===== src/rtl/gs_pkg.sv =====
// Shared types for the gain stepper.
// Assumes: one decoded action per detected step-clock falling edge.
package gs_pkg;

    typedef enum logic [1:0] {
        ACT_NONE  = 2'd0,
        ACT_UP    = 2'd1,   // raise gain: code moves toward 0
        ACT_DOWN  = 2'd2,   // lower gain: code moves toward max
        ACT_RESET = 2'd3    // force minimum gain
    } gs_action_e;

endpackage


===== src/rtl/gs_sync.sv =====
// Multi-stage synchroniser for a bus of quasi-static asynchronous levels.
// Assumes: each bit is sampled on its own; bits need not be coherent.
module gs_sync #(
    parameter int W      = 1,
    parameter int STAGES = 2
) (
    input  logic         clk,
    input  logic         rst_n,
    input  logic [W-1:0] d,
    output logic [W-1:0] q
);
    logic [W-1:0] stage [STAGES];

    // shift the asynchronous input through the flop chain
    always_ff @(posedge clk) begin
        if (!rst_n) begin
            for (int i = 0; i < STAGES; i++) stage[i] <= '0;
        end else begin
            stage[0] <= d;
            for (int i = 1; i < STAGES; i++) stage[i] <= stage[i-1];
        end
    end

    assign q = stage[STAGES-1];
endmodule


===== src/rtl/gs_pulse_decode.sv =====
// Finds step-clock edges in synchronised samples and decodes one action per pulse.
// Assumes: clk_s and dir_s come through synchronisers of equal depth.
module gs_pulse_decode
    import gs_pkg::*;
(
    input  logic       clk,
    input  logic       rst_n,
    input  logic       clk_s,
    input  logic       dir_s,
    output gs_action_e action
);
    logic clk_d;
    logic dir_at_rise;
    logic rise;
    logic fall;

    assign rise = clk_s & ~clk_d;
    assign fall = ~clk_s & clk_d;

    // remember the previous step-clock sample for edge detection
    always_ff @(posedge clk) begin
        if (!rst_n) clk_d <= 1'b0;
        else        clk_d <= clk_s;
    end

    // capture the direction level seen at each rising edge
    always_ff @(posedge clk) begin
        if (!rst_n)    dir_at_rise <= 1'b0;
        else if (rise) dir_at_rise <= dir_s;
    end

    // decode the pulse at its falling edge
    always_comb begin
        action = ACT_NONE;
        if (fall) begin
            if (dir_s != dir_at_rise) action = ACT_RESET;
            else if (dir_at_rise)     action = ACT_UP;
            else                      action = ACT_DOWN;
        end
    end
endmodule


===== src/rtl/gs_code_reg.sv =====
// Holds the gain code and applies a decoded action with saturation at both rails.
// Assumes: the code maximum is all ones; select picks a step of 2**sel counts.
module gs_code_reg
    import gs_pkg::*;
#(
    parameter int CODE_W = 6,
    parameter int SEL_W  = 2
) (
    input  logic              clk,
    input  logic              rst_n,
    input  gs_action_e        action,
    input  logic [SEL_W-1:0]  sel,
    output logic [CODE_W-1:0] code
);
    localparam logic [CODE_W:0] CODE_MAX = {1'b0, {CODE_W{1'b1}}};

    logic [CODE_W:0] step;
    logic [CODE_W:0] code_w;
    logic [CODE_W:0] headroom;
    logic [CODE_W:0] next_w;

    assign step     = (CODE_W+1)'(1) << sel;
    assign code_w   = {1'b0, code};
    assign headroom = CODE_MAX - code_w;

    // compute the saturated next code for the current action
    always_comb begin
        next_w = code_w;
        case (action)
            ACT_UP:    next_w = (code_w >= step)   ? code_w - step : '0;
            ACT_DOWN:  next_w = (headroom >= step) ? code_w + step : CODE_MAX;
            ACT_RESET: next_w = CODE_MAX;
            default:   next_w = code_w;
        endcase
    end

    // hold the code; reset to minimum gain
    always_ff @(posedge clk) begin
        if (!rst_n) code <= {CODE_W{1'b1}};
        else        code <= next_w[CODE_W-1:0];
    end
endmodule


===== src/rtl/gain_stepper.sv =====
// Up/down gain code stepper: synchronises the step inputs, decodes pulses, updates the code.
// Assumes: step pulses last several system clocks; select is steady around each pulse.
module gain_stepper
    import gs_pkg::*;
#(
    parameter int CODE_W      = 6,
    parameter int SEL_W       = 2,
    parameter int SYNC_STAGES = 2
) (
    input  logic              clk,
    input  logic              rst_n,
    input  logic              step_clk_in,
    input  logic              step_dir_in,
    input  logic [SEL_W-1:0]  step_sel,
    output logic [CODE_W-1:0] gain_code
);
    localparam int SYNC_W = SEL_W + 2;

    logic [SYNC_W-1:0] raw_bus;
    logic [SYNC_W-1:0] sync_bus;
    gs_action_e        action;

    assign raw_bus = {step_sel, step_dir_in, step_clk_in};

    gs_sync #(.W(SYNC_W), .STAGES(SYNC_STAGES)) u_sync (
        .clk   (clk),
        .rst_n (rst_n),
        .d     (raw_bus),
        .q     (sync_bus)
    );

    gs_pulse_decode u_decode (
        .clk    (clk),
        .rst_n  (rst_n),
        .clk_s  (sync_bus[0]),
        .dir_s  (sync_bus[1]),
        .action (action)
    );

    gs_code_reg #(.CODE_W(CODE_W), .SEL_W(SEL_W)) u_code (
        .clk    (clk),
        .rst_n  (rst_n),
        .action (action),
        .sel    (sync_bus[SYNC_W-1:2]),
        .code   (gain_code)
    );
endmodule


===== config.mk =====
export PLATFORM = sky130hd
export DESIGN_NAME = gain_stepper
export DESIGN_NICKNAME = d
export VERILOG_FILES = /design/src/rtl/gs_pkg.sv /design/src/rtl/gs_sync.sv /design/src/rtl/gs_pulse_decode.sv /design/src/rtl/gs_code_reg.sv /design/src/rtl/gain_stepper.sv
export SDC_FILE = /design/constraint.sdc
export NUM_CORES = 1
export LEC_CHECK = 0
export ABC_CLOCK_PERIOD_IN_PS = 5600
export BUFFER_PORTS_ARGS = -buffer_cell sky130_fd_sc_hd__buf_2
export CAP_MARGIN = 25
export CELL_PAD_IN_SITES_DETAIL_PLACEMENT = 0
export CELL_PAD_IN_SITES_GLOBAL_PLACEMENT = 1
export CORE_ASPECT_RATIO = 1.1
export CORE_MARGIN = 2
export CORE_UTILIZATION = 30
export CTS_CLUSTER_SIZE = 14
export DETAILED_ROUTE_END_ITERATION = 6
export GPL_ROUTABILITY_DRIVEN = 0
export GPL_TIMING_DRIVEN = 1
export HOLD_SLACK_MARGIN = 0.12
export PLACE_DENSITY_LB_ADDON = 0.1
export SETUP_SLACK_MARGIN = 0.5
export SLEW_MARGIN = 20
export SYNTH_ARGS = -nofsm -noshare
export SYNTH_HDL_FRONTEND = slang
export SYNTH_SLANG_ARGS = --single-unit
export TNS_END_PERCENT = 20

===== constraint.sdc =====
create_clock -name clk -period 5.6 [get_ports clk]
set_input_delay 0 -clock clk [delete_from_list [all_inputs] [get_ports clk]]
set_output_delay 0 -clock clk [all_outputs]
set_load 0.05 [all_outputs]

==> metrics.txt <==
Worst-path clk slew about 0.070 ns; CP arrival ~2.3 ns; CTS root buf clkbuf_8; CTS tree done; Clock Tree Buf Depth 2; top cells by count, synth 16 x dfxtp_1, 12 x a21oi_1, 12 x ha_1, 12 x inv_1, 10 x and2_1; DRC 0; slowest CP cell ha_1; syn_nets 150; CP endpoint kind flop; Buffers on Ports 11; Ports 12; CP bufs+invs 0; area delta synth->final 16.80%; CP required 5.74 ns; DP Wirelength a little under 2 mm; Layout Nets roughly 170; Mapped Cells 130; f_max ~0.47 GHz; die width approximately 62 um; GR Util All Layers 12.67%; MaxCap Viol Count 0; first-pass GRT wire length between 4 and 5 mm; First DRT Iteration DRCs 33; Final Util between 30 and 40%; post-synth cell types 43; CP cell instances nand2b_1, ha_1, nand2_1, o21ai_1, a21oi_1, a21bo_2, a211o_2; initial antenna violation count 0; most common cell in the synthesized netlist dfxtp_1; top_reg_cell synth dfxtp_1; synth warn 0; Num CTS Buffers 3; sequential-to-total area share from yosys stat 28.48%; core footprint 0.003626 mm2; Mapped Area 0.001125 mm2; CTS H-Tree Depth 1; status complete, no violations; ANT cells 0; Rows 23; Tmin final between 2 and 2.5 ns; Syn Area/Cell ~8.7 um2; Fin. Hold Viols 0; Die H 68.22 um; Post-DRT Antenna Nets 0; top cell family by delay on the critical path compound AO/OA/AOI/OAI gates; Routed WL about 2.5 mm; Vias between 900 and 1000; Yosys top cell area share between 20% and 30%; Critical Path Start Type flop; #FFs+latches synth 16; GRT overflow 0; RSZ-0062 raised after global routing no; vias in the first global route 881; Synth area leader dfxtp_1; Initial Util between 30% and 40%; # placed instances 187; largest net degree at the start of global routing 16; Post-synth EDFFs 0; fraction of layout cells with a size suffix above 1 16.44%; fin cells a little under 200; Worst Path Max Fanout 9; Setup-failing EPs final 0; Pwr Density between 200 and 250 mW/mm2; final worst path period share around two fifths; setup TNS 0 ns; fin. max-slew vios 0; crit path kind flop to flop; clock latency on the worst-skew pair around 0.25 ns; drt first pass iters 4; top cells by area, synth dfxtp_1 28%, ha_1 13%, and2_1 5.6%; HP Class flop to flop; drt via density ~4.8; Num Clock Sinks 16; Static Leakage 0.5875 nW; Setup Skew ~0.0017 ns; post-synthesis async set-or-reset flop share 0%; WL/cell about 13 um; cell area after layout roughly 0.0013 mm2; VDD IR max slightly above 0.00009 V; post-layout power ~290 uW; Placed Area approximately 0.0012 mm2; Worst Tran Pin Value slightly below 0.6 ns; die area roughly 0.0043 mm2; Slew HR 61.44%; Max stage delay on crit path around 0.52 ns
-- where the power goes --
part           internal [mW]  switching [mW]
Combinational         0.0242          0.0330
Sequential             0.118         0.00357
Clock                 0.0624          0.0437
-- placed cells by master (no fill, tap or decap), types with 2 or more instances in the layout --
cell and instances:
nand2b_1 3, xnor2_1 3, inv_1 12, ha_1 12, and2_1 10, nand2_1 9, nand3_1 2, buf_2 11
o211ai_1 3, nor2b_1 3, a31oi_1 2, clkbuf_8 4, dfxtp_1 16, o21ai_0 7, nor2_1 6, fa_1 2
dlygate4sd3_1 5, a21oi_1 12
-- area by class of cell --
cell class              instances  area, um2
clock buffers                   4      55.05
fillers                       427       2312
inverters                      12      45.04
flip-flops and latches         16      320.3
well taps                      50      62.56
repair buffers                 16      105.1
multi-input cells              98      725.7
-- what timing repair did --
item	4_1_cts	5_1_grt
hold buffers	5	0
buffers inserted	0	0
hold endpoints to repair	6	0
resized for setup	0	0
-- logic make-up (layout without fill, tap and decap cells) --
logic type      Yosys count  after routing  share of synthesized area (%)
compound gates           34             34                          20.02
xor+xnor                  4              4                          3.115
fa+ha+maj                14             14                          16.91
buf+inv                  16             32                          7.006
flops                    16             16                          28.48
mux                       1              1                         0.8899
simple gates             45             45                          23.58
-- per-stage QoR --
stage	hold slack, ns	worst slack (ns)
6_report	0.4348	3.453
5_1_grt	0.4624	3.260
3_3_place_gp	0.2053	3.409
4_1_cts	0.4358	3.428
2_1_floorplan	0.1217	3.351
3_5_place_dp	0.2049	3.439
-- layer usage --
metal  vias to the layer above  share of wire [%]  wire length (um)  track usage, %
met5                         -                  0                 0               0
met4                         0               0.41                10           3.333
met3                         2                5.2               128           2.961
met2                        28                 50              1236           22.55
met1                       431                 44              1088           15.65
li1                        474                  -                 -               -
-- registers in the layout (all words and copies together), names as in the netlist --
signal,count
u_sync.stage,8
u_code.code,6
u_decode.clk_d,1
u_decode.dir_at_rise,1
-- path summary, 6_finish.rpt --
path	from	to	slack (ns)	cells past startpoint
setup / recovery	u_sync.stage[0][6]$_SDFF_PN0_	u_code.code[1]$_SDFFE_PN1P_	3.45	7
hold / removal	u_sync.stage[0][0]$_SDFF_PN0_	u_sync.stage[0][4]$_SDFF_PN0_	0.43	1
setup reg to reg	u_sync.stage[0][6]$_SDFF_PN0_	u_code.code[1]$_SDFFE_PN1P_	3.45	7
hold reg to reg	u_sync.stage[0][0]$_SDFF_PN0_	u_sync.stage[0][4]$_SDFF_PN0_	0.43	1
(Power assumes the default switching activity.)
